--- src/rtl/dly_pkg.sv ---
package dly_pkg;
    // Default geometry of the delay line
    localparam int DEF_DATA_W = 8;
    localparam int DEF_ADDR_W = 6;
endpackage

--- src/rtl/dly_ptr_ctrl.sv ---
module dly_ptr_ctrl #(
    parameter int ADDR_W = dly_pkg::DEF_ADDR_W
) (
    input  logic              clk,
    input  logic              rst_n,
    input  logic              en,
    input  logic [ADDR_W-1:0] delay_in,
    output logic [ADDR_W-1:0] wr_ptr,
    output logic [ADDR_W-1:0] rd_ptr,
    output logic [ADDR_W-1:0] rd_addr,
    output logic [ADDR_W-1:0] delay_q,
    output logic [ADDR_W-1:0] fill,
    output logic              fill_ok
);
    localparam logic [ADDR_W-1:0] TOP_IDX = '1;

    typedef struct packed {
        logic [ADDR_W-1:0] wr;
        logic [ADDR_W-1:0] rd;
        logic [ADDR_W-1:0] dly;
        logic [ADDR_W-1:0] fill;
    } ctrl_t;

    ctrl_t st_d, st_q;

    always_comb begin
        st_d     = st_q;
        st_d.dly = delay_in;
        if (en) begin
            st_d.wr = st_q.wr + 1'b1;
            st_d.rd = st_q.rd + 1'b1;
            if (st_q.fill != TOP_IDX) begin
                st_d.fill = st_q.fill + 1'b1;
            end
        end
    end

    always_ff @(posedge clk or negedge rst_n) begin
        if (!rst_n) begin
            st_q.wr   <= TOP_IDX;
            st_q.rd   <= '0;
            st_q.dly  <= '0;
            st_q.fill <= '0;
        end else begin
            st_q <= st_d;
        end
    end

    // rd tracks the oldest entry; a shorter delay moves the tap toward wr
    assign rd_addr = st_q.rd + (TOP_IDX - st_q.dly);
    assign wr_ptr  = st_q.wr;
    assign rd_ptr  = st_q.rd;
    assign delay_q = st_q.dly;
    assign fill    = st_q.fill;
    assign fill_ok = (st_q.fill >= st_q.dly);
endmodule

--- src/rtl/dly_ram.sv ---
module dly_ram #(
    parameter int DATA_W = dly_pkg::DEF_DATA_W,
    parameter int ADDR_W = dly_pkg::DEF_ADDR_W
) (
    input  logic              clk,
    input  logic              we,
    input  logic [ADDR_W-1:0] waddr,
    input  logic [DATA_W-1:0] wdata,
    input  logic [ADDR_W-1:0] raddr,
    output logic [DATA_W-1:0] rdata
);
    localparam int DEPTH = 1 << ADDR_W;

    logic [DATA_W-1:0] mem_q [DEPTH];

    always_ff @(posedge clk) begin
        if (we) begin
            mem_q[waddr] <= wdata;
        end
    end

    assign rdata = mem_q[raddr];
endmodule

--- src/rtl/dly_out_hold.sv ---
module dly_out_hold #(
    parameter int DATA_W = dly_pkg::DEF_DATA_W
) (
    input  logic              clk,
    input  logic              rst_n,
    input  logic              en,
    input  logic [DATA_W-1:0] live_data,
    input  logic              live_valid,
    output logic [DATA_W-1:0] out_data,
    output logic              out_valid
);
    typedef struct packed {
        logic [DATA_W-1:0] data;
        logic              valid;
    } hold_t;

    hold_t hd_d, hd_q;

    always_comb begin
        hd_d = hd_q;
        if (en) begin
            hd_d.data  = live_data;
            hd_d.valid = live_valid;
        end
    end

    always_ff @(posedge clk or negedge rst_n) begin
        if (!rst_n) begin
            hd_q <= '0;
        end else begin
            hd_q <= hd_d;
        end
    end

    assign out_data  = en ? live_data  : hd_q.data;
    assign out_valid = en ? live_valid : hd_q.valid;
endmodule

--- src/rtl/dly_line_ram.sv ---
module dly_line_ram #(
    parameter int DATA_W = dly_pkg::DEF_DATA_W,
    parameter int ADDR_W = dly_pkg::DEF_ADDR_W
) (
    input  logic              clk,
    input  logic              rst_n,
    input  logic              en,
    input  logic [DATA_W-1:0] din,
    input  logic [ADDR_W-1:0] delay,
    output logic [DATA_W-1:0] dout,
    output logic              out_valid
);
    logic [ADDR_W-1:0] wr_ptr;
    logic [ADDR_W-1:0] rd_ptr;
    logic [ADDR_W-1:0] rd_addr;
    logic [ADDR_W-1:0] delay_q;
    logic [ADDR_W-1:0] fill;
    logic              fill_ok;
    logic [DATA_W-1:0] ram_rdata;
    logic [DATA_W-1:0] live_data;
    logic              live_valid;
    logic              bypass;

    dly_ptr_ctrl #(.ADDR_W(ADDR_W)) ctrl_i (
        .clk      (clk),
        .rst_n    (rst_n),
        .en       (en),
        .delay_in (delay),
        .wr_ptr   (wr_ptr),
        .rd_ptr   (rd_ptr),
        .rd_addr  (rd_addr),
        .delay_q  (delay_q),
        .fill     (fill),
        .fill_ok  (fill_ok)
    );

    dly_ram #(.DATA_W(DATA_W), .ADDR_W(ADDR_W)) ram_i (
        .clk   (clk),
        .we    (en),
        .waddr (wr_ptr),
        .wdata (din),
        .raddr (rd_addr),
        .rdata (ram_rdata)
    );

    assign bypass     = (delay_q == '0);
    assign live_data  = bypass ? din : ram_rdata;
    assign live_valid = bypass | fill_ok;

    dly_out_hold #(.DATA_W(DATA_W)) hold_i (
        .clk        (clk),
        .rst_n      (rst_n),
        .en         (en),
        .live_data  (live_data),
        .live_valid (live_valid),
        .out_data   (dout),
        .out_valid  (out_valid)
    );
endmodule

--- config.mk ---
export PLATFORM = sky130hd
export DESIGN_NAME = dly_line_ram
export DESIGN_NICKNAME = d
export VERILOG_FILES = /design/src/rtl/dly_pkg.sv /design/src/rtl/dly_ptr_ctrl.sv /design/src/rtl/dly_ram.sv /design/src/rtl/dly_out_hold.sv /design/src/rtl/dly_line_ram.sv
export SDC_FILE = /design/constraint.sdc
export NUM_CORES = 1
export LEC_CHECK = 0
export ABC_AREA = 1
export BUFFER_PORTS_ARGS = -buffer_cell sky130_fd_sc_hd__buf_2
export CORE_MARGIN = 2
export CORE_UTILIZATION = 40
export DETAILED_ROUTE_END_ITERATION = 10
export PLACE_DENSITY_LB_ADDON = 0.1
export SYNTH_ARGS = -nofsm -noshare
export SYNTH_HDL_FRONTEND = slang
export SYNTH_SLANG_ARGS = --single-unit
export TNS_END_PERCENT = 10
--- constraint.sdc ---
create_clock -name clk -period 2.6 [get_ports clk]
set_input_delay 0.26 -clock clk [delete_from_list [all_inputs] [get_ports clk]]
set_output_delay 0.26 -clock clk [all_outputs]
set_load 0.05 [all_outputs]
# Word-level counts from Yosys, hierarchy flattened
# Memory sizes are Yosys's and may differ from the RTL's.
# Index checks and enable logic that the tools add are counted.
# W data, S select, Z words.
[totals] out_inout_bits=9 word_cells=22 register_bits=33 mem_count=1 input_bits=17 mem_bits_rw=512
[memory_table] name="ram_i.mem_q" depth=64 word_bits=8 read_ports=1 rd_ports_with_merged_regs=0 wr=1 line_no="dly_ram.sv:14" rtl="logic [DATA_W-1:0] mem_q [DEPTH];"
[op_classes] muxes=5 magnitude_cmp=1 reduce_logical=2 n_addsub=5 bitwise=1 n_eq_ne=1
[ops] cell="$add A6 B1 Y6 const B" n=3
[ops] cell="$mux W8" n=2
[ops] cell="$add A6 B6 Y6" n=1
[ops] cell="$ge A6 B6 Y1" n=1
[ops] cell="$logic_not A6 Y1" n=1
[ops] cell="$ne A6 B6 Y1 const B" n=1
[ops] cell="$sub A6 B6 Y6 const A" n=1
[ops] cell="$mux W1" n=3
[ops] cell="$reduce_and A2 Y1" n=1
[ops] cell="$or A1 B1 Y1" n=1

# Depth between registers and ports, before layout
# Gate-level depths: netlist (run 1).
# An unclocked memory read counts as a cell.
[logic_depth] ltp_word=5 ltp_mapped=18 depth_no_buf=15

# Modules after synthesis
# A second synthesis (run 1) with hierarchy kept.
[unflattened] hier_cells=2012 hier_area_um2=23038.3
[by_module_without_submodules] module="dly_ram" area_per_inst_um2=21179.1 instances=1 seq_area_each_um2=15374.7 cells_per_inst=1797
[by_module_without_submodules] module="dly_ptr_ctrl" area_per_inst_um2=1348.8 instances=1 seq_area_each_um2=608.1 cells_per_inst=147
[by_module_without_submodules] module="dly_out_hold" area_per_inst_um2=341.6 instances=1 seq_area_each_um2=225.2 cells_per_inst=38
[by_module_without_submodules] module="dly_line_ram" area_per_inst_um2=168.9 instances=1 seq_area_each_um2=0.0 cells_per_inst=30

# Worst setup path after synthesis (run 1)
# OpenSTA, ideal clock, no wires.
[synth_path] kind="reg2out" start="register ctrl_i.st_q (netlist bit ctrl_i.rd_ptr[0])" end="output port dout[0]" arrival_time_ps=2654 setup_slack_ps=-314 required_time_ps=2340 path_buffers=2 path_stages_with_launch=16 path_cell_list="dfrtp_1 > ha_1 > fa_1 > inv_1 > clkbuf_1 > clkbuf_1 > o21ai_0 > o21ai_1 > nand2_1 > nand3_1 > nand3_1 > nand3_1 > nand2_1 > nand2_1 > nand2_1 > nand2_1"
[synth_via] elab_chain_len=4
[synth_rtl] element="from (decl)" line_no="dly_ptr_ctrl.sv:24" rtl="ctrl_t st_d, st_q;"
[synth_rtl] element="from (signal assigned)" line_no="dly_ptr_ctrl.sv:45" rtl="st_q <= st_d;"
[synth_rtl] element="$add A6 B6 Y6" line_no="dly_ptr_ctrl.sv:50" rtl="assign rd_addr = st_q.rd + (TOP_IDX - st_q.dly);"
[synth_rtl] element="$mem_v2 Z64 W8"
[synth_rtl] element="$mux W8" line_no="dly_line_ram.sv:47" rtl="assign live_data = bypass ? din : ram_rdata;"
[synth_rtl] element="$mux W8" line_no="dly_out_hold.sv:35" rtl="assign out_data = en ? live_data : hd_q.data;"
[synth_rtl] element="to (decl)" line_no="dly_line_ram.sv:10" rtl="output logic [DATA_W-1:0] dout,"
# No other way between the ends.

# Worst setup path after layout (run 1)
[layout_path] start="register ctrl_i.st_q (netlist bit ctrl_i.delay_q[0])" end="output port dout[3]"
[layout_via] elab_chain_len=5 elab_cells_between_ends=6 classes_between="add/sub (2); mux (2); reduce/logical (1); memory (1)"
[layout_rtl] element="$sub A6 B6 Y6" line_no="dly_ptr_ctrl.sv:50"
[layout_rtl] element="$add A6 B6 Y6" line_no="dly_ptr_ctrl.sv:50"
[layout_rtl] element="$mem_v2 Z64 W8"
[layout_rtl] element="$mux W8 *" line_no="dly_line_ram.sv:47"
[layout_rtl] element="$mux W8 *" line_no="dly_out_hold.sv:35"
# Mark *: on every way between the ends. The rest lies on a longest branch, timed or not.

==> key figures, run 1 <==
Outcome
  – Result of the run: finished, violations left
  – Failing checks: negative setup slack

Power
  – Maximum ir drop on the vdd rail: 0.784 mV
  – Leak Pwr: 12.5 nW
  – Total power density per cell area: 1320 nW/um2
  – Post-layout total power: 0.0391 W

Clocking
  – Clock Latency Late Sink: 630 ps
  – CTS tree: built
  – Cell chosen for the clock root: sky130_fd_sc_hd__clkbuf_16
  – Clock slew at the register clock pins of the worst setup and hold paths: 60 ps
  – Largest buffer count on any clock path: 3
  – Clock buffer count from CTS: 59
  – Total number of H-tree levels: 2
  – Clk sinks: 545

Synth
  – Synth Instances: 2342
  – Flip-flop and latch count after synthesis: 545
  – Total nets after synthesis: 2374
  – Number of enable flip-flop cells after synthesis: 512
  – Most frequently used flop master after synthesis: sky130_fd_sc_hd__edfxtp_1
  – Number of distinct standard cells referenced by the synthesized netlist: 29
  – Share of the yosys chip area belonging to registers: 68.2%
  – Yosys Warn Count: 0
  – Post-synth design cell area: 23800 um2
  – Syn_area_per_cell: 10.1 um2
  – Share of flip-flops with an asynchronous set or reset: 6.06%

Place
  – Half-perimeter wire length of the detailed placement result: 41600 um
  – Buffers added on ports: 25
  – Final GP Congestion: 0.888
  – DP Area: 26400 um2

STA
  – Fraction of the cycle the final worst path needs: 146%
  – Setup-failing EPs final: 16
  – Tmin final: 3800 ps
  – Smallest hold slack: 96.1 ps
  – Final Max Slew Viols: 0
  – Final Hold Fails: 0
  – Worst Tran Pin Value: 776 ps
  – Setup repair after global routing missed its margin: yes
  – Maximum clock frequency: 263 MHz
  – Fin Clk Skew: 34.7 ps
  – Relative slew slack: 48.3%
  – Worst-case setup margin in the final layout: -1200 ps

Floorplan
  – Y dimension of the die: 248 um
  – Number of rows created at floorplan: 89
  – Boundary pin count: 26
  – Core box area: 58900 um2
  – Die outline width: 248 um
  – Total die area: 61400 um2
  – Effective utilization at floorplan: 40.3%

Detailed routing
  – WL final: 67700 um
  – Total via count after detailed routing: 16631
  – DRT antenna net count: 0
  – Iteration-0 DRC Markers: 1459
  – Routed vias/inst: 4.96
  – Remaining DRCs: 0
  – Post-DR wirelength/cell: 20.2 um
  – DR pass1 iterations: 5

Setup path
  – Kind of critical path: flip-flop to output port
  – Crit-path max FO: 7
  – Worst Path Arrival: 3540 ps
  – Critical Path End Type: output port
  – Sequence of cells on the critical path: inv_2, ha_4, fa_4, buf_12, inv_16, buf_6, buf_16, o21ai_2, o21ai_1, nand2_1, nand3_2, nand3_4, nand3_4, nand2_4, nand2_1, nand2_2, nand2_4, buf_8
  – Data required time at the worst endpoint: 2340 ps
  – CP peak stage delay: 760 ps
  – Crit path launch type: flip-flop
  – Worst path slowest cell: sky130_fd_sc_hd__fa_4

Global routing
  – Number of global-route vias before repair: 16748
  – First-pass GRT wire length: 103000 um
  – Maximum number of pins on one net before global-route repair: 65
  – Global route overflow: 0
  – Initial antenna violation count: 0
  – Overall Global Routing Usage: 22.6%

Cells and area
  – Share of cells above drive strength 1: 18.0%
  – Post-route cell area: 29600 um2
  – Area added between synthesis and finish: 24.6%
  – ANT cells: 0
  – Net count, final: 2562
  – Final cell utilization of the core: 50.2%

Worst hold path
  – Min-Delay Path Class: input port to flip-flop

Run
  – Number of violations of the max-capacitance limit: 0
-- registers in the layout, summed over array words and instances (netlist names) --
name,cells
ram_i.mem_q,512
hold_i.hd_q,9
ctrl_i.delay_q,6
ctrl_i.fill,6
ctrl_i.rd_ptr,6
ctrl_i.wr_ptr,6
-- per-layer routing --
| layer | up-vias | GRT usage [%] | wire length (um) |
|---|---|---|---|
| li1 | 8035 | - | - |
| met1 | 8057 | 31.2 | 30000 |
| met2 | 443 | 37.6 | 32600 |
| met3 | 96 | 3.04 | 3450 |
| met4 | 0 | 6.20 | 1610 |
| met5 | - | 0 | 0 |
-- layout by cell type (no fill, tap or decap), types with 13 or more instances in the layout --
cell and n:
sky130_fd_sc_hd__nand2_1 798, sky130_fd_sc_hd__edfxtp_1 512, sky130_fd_sc_hd__inv_1 303, sky130_fd_sc_hd__nand3_1 287, sky130_fd_sc_hd__buf_4 146, sky130_fd_sc_hd__nor2_1 89, sky130_fd_sc_hd__nand3_2 63, sky130_fd_sc_hd__clkbuf_16 61
sky130_fd_sc_hd__buf_12 41, sky130_fd_sc_hd__nand2_2 39, sky130_fd_sc_hd__dfrtp_1 27, sky130_fd_sc_hd__buf_2 17, sky130_fd_sc_hd__clkbuf_1 14, sky130_fd_sc_hd__ha_1 13
-- cell usage after synthesis (6+ instances only) --
| cell | number | area, um2 |
|---|---|---|
| sky130_fd_sc_hd__xnor2_1 | 6 | 52.6 |
| sky130_fd_sc_hd__dfrtp_1 | 27 | 676 |
| sky130_fd_sc_hd__nand3_1 | 361 | 1810 |
| sky130_fd_sc_hd__ha_1 | 14 | 175 |
| sky130_fd_sc_hd__inv_1 | 306 | 1150 |
| sky130_fd_sc_hd__dfstp_2 | 6 | 158 |
| sky130_fd_sc_hd__nor2_1 | 89 | 334 |
| sky130_fd_sc_hd__buf_2 | 24 | 120 |
| sky130_fd_sc_hd__nor3_1 | 11 | 55.1 |
| sky130_fd_sc_hd__a21oi_1 | 6 | 30.0 |
| sky130_fd_sc_hd__o21ai_1 | 8 | 40.0 |
| sky130_fd_sc_hd__nand4_1 | 7 | 43.8 |
| sky130_fd_sc_hd__clkbuf_1 | 74 | 278 |
| sky130_fd_sc_hd__xor2_1 | 8 | 70.1 |
| sky130_fd_sc_hd__nand2_1 | 847 | 3180 |
| sky130_fd_sc_hd__buf_1 | 14 | 52.6 |
| sky130_fd_sc_hd__o21ai_0 | 11 | 55.1 |
| sky130_fd_sc_hd__edfxtp_1 | 512 | 15400 |
-- cells by family (layout without fill, tap and decap cells) --
| family | Yosys count | in the layout | synth area share, % |
|---|---|---|---|
| AO/OA/AOI/OAI | 28 | 28 | 0.616 |
| XOR/XNOR | 16 | 16 | 0.653 |
| adder cells (fa/ha/maj) | 15 | 15 | 0.822 |
| buffers and inverters | 419 | 658 | 6.75 |
| flip-flops | 545 | 545 | 68.2 |
| AND/OR/NAND/NOR | 1319 | 1319 | 22.9 |
-- power by group --
| group | leakage, nW | internal, W | total, W | switching, W |
|---|---|---|---|---|
| Sequential | 4.99 | 0.0101 | 0.0104 | 0.000252 |
| Clock | 0.968 | 0.00501 | 0.00847 | 0.00346 |
| Combinational | 6.58 | 0.00772 | 0.0202 | 0.0125 |
| Total | 12.5 | 0.0229 | 0.0391 | 0.0162 |
-- what timing repair did --
item	CTS	global route
endpoints found under the setup margin	16	17
gates resized for setup	171	19
cloned	10	0
hold endpoints to repair	35	0
hold buffers	8	0
pin swaps	47	22
buffers inserted	12	2
-- through the flow --
step | setup TNS (ps) | setup slack [ps] | cells
global route | -13660 | -1330 | 3354
floorplan | 0 | 2.22 | 2342
detailed placement | -9220 | -818 | 3210
finish | -11640 | -1200 | 3354
CTS | -12530 | -1270 | 3352
global placement | -9660 | -865 | 3210
-- path summary, 6_finish.rpt --
path / startpoint / endpoint / slack (ps) / cells past startpoint
max: ctrl_i.delay_q[0] / dout[3] / -1200 / 18
max in group asynchronous: rst_n / ctrl_i.fill[0] / 1860 / 2
min: din[2] / ram_i.mem_q[42][2] / 100 / 1
max reg2reg: ctrl_i.delay_q[0] / hold_i.hd_q[7] / -380 / 18
min in group asynchronous: rst_n / hold_i.hd_q[2] / 250 / 2
min reg2reg: ctrl_i.rd_ptr[5] / ctrl_i.rd_ptr[5] / 500 / 1
-- worst max-delay path, delay by kind of cell (launching register included) --
kind            cells  cell delay [ps]
buf+inv             6              730
compound gates      2              110
simple gates        8              770
fa+ha+maj           2              920
flops               1              370
-- cell type report --
| type | instances | area [um2] |
|---|---|---|
| Fill cell | 5275 | 29300 |
| Sequential cell | 545 | 16200 |
| Multi-Input combinational cell | 1378 | 6630 |
| Timing Repair Buffer | 239 | 2630 |
| Clock buffer | 83 | 1690 |
| Inverter | 306 | 1170 |
| Tap cell | 773 | 967 |
| Clock inverter | 29 | 282 |
| Timing Repair inverter | 1 | 16.3 |
Note: power is estimated with default switching activity, not from simulation.
==> inputs of run 2 (changes only) <==
Settings changed: CTS_BUF_LIST from default to sky130_fd_sc_hd__clkbuf_8, HOLD_SLACK_MARGIN from default to 0.05.
Clock period 2.6 ns to 4.1 ns, I/O delays scaled along.
==> run 2 against run 1 <==
The run now ends clean; design area decreased by 6.5%; wire length is 2.1% higher; count of clock-buffer cells in the layout rose by 14; first-iteration DRC count decreased by 14%; sequential power shrank 36%; combinational power decreased by 45%; total power is 43% lower; register-to-register slack improved by 1500 ps; largest power group unchanged; highest routed layer unchanged.
==> key figures, run 2 (synthesized netlist as in run 1, its figures left out) <==
Outcome
  – Result of the run: completed

STA
  – Final Hold Fails: 0
  – Setup TNS: 0 ps
  – Maximum clock frequency: 244 MHz
  – Setup-failing EPs final: 0
  – Fin Clk Skew: 42.6 ps
  – Relative slew slack: 34.2%
  – Tmin final: 4100 ps
  – Final Max Slew Viols: 0
  – Fraction of the cycle the final worst path needs: 99.9%
  – Worst Tran Pin Value: 984 ps
  – Setup repair after global routing missed its margin: yes

Power
  – Maximum ir drop on the vdd rail: 0.406 mV
  – Leak Pwr: 11.7 nW
  – Total power density per cell area: 806 nW/um2

Cells and area
  – Area added between synthesis and finish: 16.4%
  – Max reg flops: 512
  – Final cell utilization of the core: 47.0%
  – Largest registers: ram_i.mem_q (512), hold_i.hd_q (9)
  – Share of cells above drive strength 1: 13.4%
  – Net count, final: 2457
  – Most common library cell in the layout ignoring fill and taps: sky130_fd_sc_hd__nand2_1
  – Register containing the most flip-flops in the final layout: ram_i.mem_q
  – Commonest cells after routing, fill and taps aside: sky130_fd_sc_hd__nand2_1 (809), sky130_fd_sc_hd__edfxtp_1 (512), sky130_fd_sc_hd__inv_1 (333)
  – ANT cells: 0

Global routing
  – First-pass GRT wire length: 103000 um
  – Maximum number of pins on one net before global-route repair: 101
  – Overall Global Routing Usage: 22.9%
  – Initial antenna violation count: 0
  – Number of global-route vias before repair: 16218
  – Global route overflow: 0

Place
  – Final GP Congestion: 0.842
  – Buffers added on ports: 25
  – Half-perimeter wire length of the detailed placement result: 40400 um

Run
  – Number of violations of the max-capacitance limit: 0

Clocking
  – Clock buffer count from CTS: 92
  – Cell chosen for the clock root: sky130_fd_sc_hd__clkbuf_8
  – Total number of H-tree levels: 3
  – Clock Latency Late Sink: 690 ps
  – Clk sinks: 545
  – Largest buffer count on any clock path: 3
  – Clock slew at the register clock pins of the worst setup and hold paths: 60 ps
  – CTS tree: built

Setup path
  – Data required time at the worst endpoint: 3690 ps
  – Worst Path Arrival: 3690 ps
  – Critical Path End Type: output port
  – Crit-path max FO: 11
  – Crit path launch type: flip-flop
  – Kind of critical path: flip-flop to output port

Floorplan
  – Boundary pin count: 26
  – Total die area: 61400 um2
  – Core box area: 58900 um2
  – Die outline width: 248 um
  – Y dimension of the die: 248 um
  – Number of rows created at floorplan: 89
  – Effective utilization at floorplan: 40.3%

Detailed routing
  – Total via count after detailed routing: 16465
  – Routed vias/inst: 5.03
  – Remaining DRCs: 0
  – WL final: 69100 um
  – DRT antenna net count: 0
  – Post-DR wirelength/cell: 21.1 um
  – DR pass1 iterations: 6
  – Iteration-0 DRC Markers: 1253

Worst hold path
  – Min-Delay Path Class: input port to flip-flop
## run 2: cell types whose count changed in the layout (fill, tap and decap cells not counted), moves of 6 or more
cell / previous run / this run
sky130_fd_sc_hd__clkinv_1: 8 / 28
sky130_fd_sc_hd__clkbuf_16: 61 / 1
sky130_fd_sc_hd__nand3_2: 63 / 72
sky130_fd_sc_hd__buf_16: 12 / 5
sky130_fd_sc_hd__nand2_4: 10 / 0
sky130_fd_sc_hd__clkbuf_1: 14 / 0
sky130_fd_sc_hd__inv_1: 303 / 333
sky130_fd_sc_hd__o21ai_0: 5 / 11
sky130_fd_sc_hd__buf_12: 41 / 16
sky130_fd_sc_hd__nand2_1: 798 / 809
sky130_fd_sc_hd__nand3_4: 11 / 4
sky130_fd_sc_hd__buf_4: 146 / 42
sky130_fd_sc_hd__clkbuf_8: 8 / 97
## run 2: area by class of cell
type                    instances  area [um2]
fillers                      5553       31200
repair inverters                2        20.0
flip-flops and latches        545       16200
well taps                     773         967
inverters                     306        1170
clock inverters                72         324
multi-input cells            1378        6490
clock buffers                  97        1340
repair buffers                100        1140
## run 2: per-layer routing
metal  vias up  wire length, um  track usage [%]
met4         0             1620             7.43
met5         -                0                0
li1       7829                -                -
met1      8090            30800             31.5
met3        88             3520             3.34
met2       458            33100             37.4
## run 2: final timing paths
kind | from | to | slack, ps | depth (start not counted)
max in group asynchronous | rst_n | ctrl_i.rd_ptr[0] | 3210 | 2
worst min register to register | ctrl_i.rd_ptr[5] | ctrl_i.rd_ptr[5] | 490 | 1
min in group asynchronous | rst_n | hold_i.hd_q[8] | 350 | 2
worst max register to register | ctrl_i.rd_ptr[0] | hold_i.hd_q[1] | 1130 | 15
worst max-delay path | ctrl_i.rd_ptr[0] | dout[0] | 5 | 16
worst min-delay path | din[1] | hold_i.hd_q[2] | 210 | 5
## run 2: per-stage QoR
stage	cell area [um2]	total power, W	worst slack (ps)	hold WS (ps)	std cells
2_1_floorplan	23800	0.0125	1040	114	2342
3_3_place_gp	25000	0.0161	228	467	3078
3_5_place_dp	25000	0.0161	217	463	3078
4_1_cts	27500	0.0222	-53.6	143	3272
5_1_grt	27700	0.0236	-109	241	3273
6_report	27700	0.0223	4.53	208	3273
## run 2: worst max-delay path, stage by stage, from the launching register on
cell and delay, ps:
sky130_fd_sc_hd__dfrtp_2 420, sky130_fd_sc_hd__ha_4 170, sky130_fd_sc_hd__fa_4 820, sky130_fd_sc_hd__buf_12 190
sky130_fd_sc_hd__buf_4 170, sky130_fd_sc_hd__inv_6 60, sky130_fd_sc_hd__nand3_1 90, sky130_fd_sc_hd__nand2_1 60
sky130_fd_sc_hd__nand2_1 100, sky130_fd_sc_hd__nand3_1 120, sky130_fd_sc_hd__nand3_2 160, sky130_fd_sc_hd__nand3_4 100
sky130_fd_sc_hd__nand2_2 110, sky130_fd_sc_hd__nand2_1 60, sky130_fd_sc_hd__nand2_1 90, sky130_fd_sc_hd__nand2_1 80
sky130_fd_sc_hd__buf_6 160
## run 2: what timing repair did
item / in CTS / in global routing
pin swaps: 30 / 20
endpoints found under the setup margin: 8 / 8
hold buffers: 7 / 0
resized for setup: 133 / 32
hold endpoints to repair: 33 / 0
setup buffers: 11 / 1
gates cloned: 7 / 1
## run 2: where the power goes
| group | switching (W) | internal (W) | total [W] |
|---|---|---|---|
| sequential | 0.000170 | 0.00644 | 0.00661 |
| combinational | 0.00761 | 0.00360 | 0.0112 |
| clock | 0.00222 | 0.00225 | 0.00446 |
| total | 0.00999 | 0.0123 | 0.0223 |
==> inputs of run 3 (changes only) <==
Settings changed: CORE_UTILIZATION 40 to 50, REMOVE_ABC_BUFFERS from default to 1.
==> run 3 against run 2 <==
The run now ends with negative setup slack left; hold slack worse by 42 ps; clock power is 1% higher; non-clock buffer count is 2 lower; fmax is 0.41% lower; wire length is 8.8% lower; total power is 1.9% lower; via count hardly changed; count of clock-buffer cells in the layout stayed put; die area is 20% lower; utilization is 12 points higher; critical endpoint is now dout[1]; highest routed layer is now met5.
==> key figures, run 3 (synthesized netlist as in run 1, its figures left out) <==
Power
  – Power spent charging and discharging nets: 0.00950 W
  – Total power density per cell area: 799 nW/um2
  – Internal portion of total power: 0.0124 W
  – Maximum ir drop on the vdd rail: 0.804 mV
  – Net switching share of the total power: 43.5%
  – Part of the power in the clock network: 20.6%
  – Share of power burned in combinational logic: 49.2%
  – Leak Pwr: 11.6 nW
  – Sequential Power Share: 30.2%

Clocking
  – Clock slew at the register clock pins of the worst setup and hold paths: 60 ps
  – Clock Latency Late Sink: 680 ps
  – Clock buffer count from CTS: 90
  – CTS tree: built
  – Cell chosen for the clock root: sky130_fd_sc_hd__clkbuf_8
  – Clk sinks: 545
  – Largest buffer count on any clock path: 3
  – Total number of H-tree levels: 3

Cells and area
  – Max reg flops: 512
  – Share of cells above drive strength 1: 12.1%
  – Most common library cell in the layout ignoring fill and taps: sky130_fd_sc_hd__nand2_1
  – Post-route cell area: 27400 um2
  – Final cell utilization of the core: 58.5%
  – Largest registers: ram_i.mem_q (512), hold_i.hd_q (9)
  – Commonest cells after routing, fill and taps aside: sky130_fd_sc_hd__nand2_1 (819), sky130_fd_sc_hd__edfxtp_1 (512), sky130_fd_sc_hd__inv_1 (334)
  – ANT cells: 0
  – Layout filler cell count: 4024
  – Register containing the most flip-flops in the final layout: ram_i.mem_q
  – Net count, final: 2451
  – Area added between synthesis and finish: 15.2%
  – Area of combinational cells with multiple inputs: 6330 um2
  – Area taken by flip-flops and latches: 16200 um2

Setup path
  – Worst path slowest cell: sky130_fd_sc_hd__fa_4
  – Data required time at the worst endpoint: 3690 ps
  – Critical Path End Type: output port
  – Sequence of cells on the critical path: ha_4, fa_4, buf_12, buf_12, buf_12, buf_16, nand3_2, nand2_1, nand2_1, nand2_1, nand2_1, nand3_2, nand3_2, nand2_2, nand2_2, nand2_2, nand2_2, buf_8
  – Slack of the worst reg-to-reg path: 990 ps
  – Origin of the critical flop-to-flop path: ctrl_i.rd_ptr[0]
  – Kind of critical path: flip-flop to output port
  – CP peak stage delay: 800 ps
  – Worst Path Arrival: 3700 ps
  – Crit-path max FO: 6
  – Buffering stage count on the worst path with inverters included: 5
  – Crit path launch type: flip-flop
  – Launch point of the worst path: ctrl_i.rd_ptr[0]
  – Cell family contributing the most delay on the critical path: adder cells

STA
  – Worst Tran Pin Value: 1030 ps
  – Setup repair after global routing missed its margin: yes
  – Final Max Slew Viols: 0
  – Relative slew slack: 31.4%
  – Smallest hold slack: 165 ps
  – Tmin final: 4110 ps
  – Fin Clk Skew: 26.2 ps
  – Fraction of the cycle the final worst path needs: 100%
  – Maximum clock frequency: 243 MHz
  – Setup-failing EPs final: 3
  – Final Hold Fails: 0
  – Worst-case setup margin in the final layout: -12.2 ps

Global routing
  – Number of global-route vias before repair: 16039
  – Initial antenna violation count: 1
  – First-pass GRT wire length: 96200 um
  – Maximum number of pins on one net before global-route repair: 135
  – Global route overflow: 0
  – Overall Global Routing Usage: 25.8%

Detailed routing
  – Routed vias/inst: 5.32
  – Iteration-0 DRC Markers: 1700
  – DRT antenna net count: 0
  – Total via count after detailed routing: 16467
  – Post-DR wirelength/cell: 20.4 um
  – DR pass1 iterations: 7
  – WL final: 63000 um
  – Remaining DRCs: 0

Place
  – Worst slack after detailed placement: 354 ps
  – Buffers added on ports: 25
  – Half-perimeter wire length of the detailed placement result: 35500 um
  – DP Area: 24700 um2
  – Final GP Congestion: 0.881

Floorplan
  – Effective utilization at floorplan: 50.8%
  – Core box area: 46800 um2
  – Boundary pin count: 26
  – Die outline width: 222 um
  – Total die area: 49300 um2
  – Number of rows created at floorplan: 79
  – Y dimension of the die: 222 um

Worst hold path
  – Min-Delay Path Class: input port to flip-flop
  – Hold Startpoint: din[0]

Outcome
  – Result of the run: finished, violations left
  – Failing checks: negative setup slack

Run
  – Number of violations of the max-capacitance limit: 0
[run 3: area by class of cell]
class	instances	area share, %
sequential	545	59.2
multi-input combinational	1378	23.1
clock buffer	97	4.88
timing repair buffer	98	4.38
inverter	306	4.29
tap	607	2.78
clock inverter	64	1.29
[run 3: final timing paths]
path	end	cells after the start
worst max register to register	hold_i.hd_q[2]	18
max in group asynchronous	hold_i.hd_q[7]	2
worst min-delay path	hold_i.hd_q[1]	5
worst min register to register	hold_i.hd_q[0]	2
worst max-delay path	dout[1]	18
min in group asynchronous	ctrl_i.rd_ptr[3]	2
[run 3: worst register-to-register path, cell delays in order, from the launching register on]
cell	delay, ps
sky130_fd_sc_hd__dfrtp_1	410
sky130_fd_sc_hd__ha_4	180
sky130_fd_sc_hd__fa_4	800
sky130_fd_sc_hd__buf_12	160
sky130_fd_sc_hd__buf_12	140
sky130_fd_sc_hd__buf_12	130
sky130_fd_sc_hd__buf_16	130
sky130_fd_sc_hd__nand3_2	70
sky130_fd_sc_hd__nand2_1	60
sky130_fd_sc_hd__nand2_1	60
sky130_fd_sc_hd__nand2_1	100
sky130_fd_sc_hd__nand2_1	70
sky130_fd_sc_hd__nand3_2	90
sky130_fd_sc_hd__nand3_2	90
sky130_fd_sc_hd__nand2_2	120
sky130_fd_sc_hd__nand2_2	60
sky130_fd_sc_hd__nand2_2	100
sky130_fd_sc_hd__nand2_2	70
sky130_fd_sc_hd__buf_4	140
[run 3: what timing repair did]
action / in CTS / in global routing
hold buffers: 7 / 0
pin swaps: 32 / 29
setup buffers: 10 / 2
gates resized for setup: 98 / 34
cloned: 7 / 3
hold endpoints to repair: 33 / 0
setup endpoints to repair: 8 / 8
[run 3: power by group through the flow]
stage | logic [W] | clock network [W] | registers, W
finish | 0.0107 | 0.00451 | 0.00661
global route | 0.0116 | 0.00483 | 0.00664
CTS | 0.0102 | 0.00460 | 0.00661
detailed placement | 0.00877 | 0 | 0.00672
global placement | 0.00877 | 0 | 0.00671
floorplan | 0.00587 | 0 | 0.00667
[run 3: per-layer routing]
layer / vias up / GRT usage [%] / wire length (um)
met5: - / 0 / 13
met1: 7927 / 36.6 / 27600
met2: 605 / 40.8 / 29600
met4: 2 / 8.65 / 1750
met3: 122 / 4.45 / 4120
li1: 7811 / - / -
[run 3: stage by stage]
step / std cells / setup TNS [ps] / total power [W]
2_1_floorplan: 2229 / -125840 / 0.0125
3_3_place_gp: 2905 / 0 / 0.0155
3_5_place_dp: 2905 / 0 / 0.0155
4_1_cts: 3090 / -339 / 0.0214
5_1_grt: 3095 / -1140 / 0.0231
6_report: 3095 / -20.4 / 0.0219
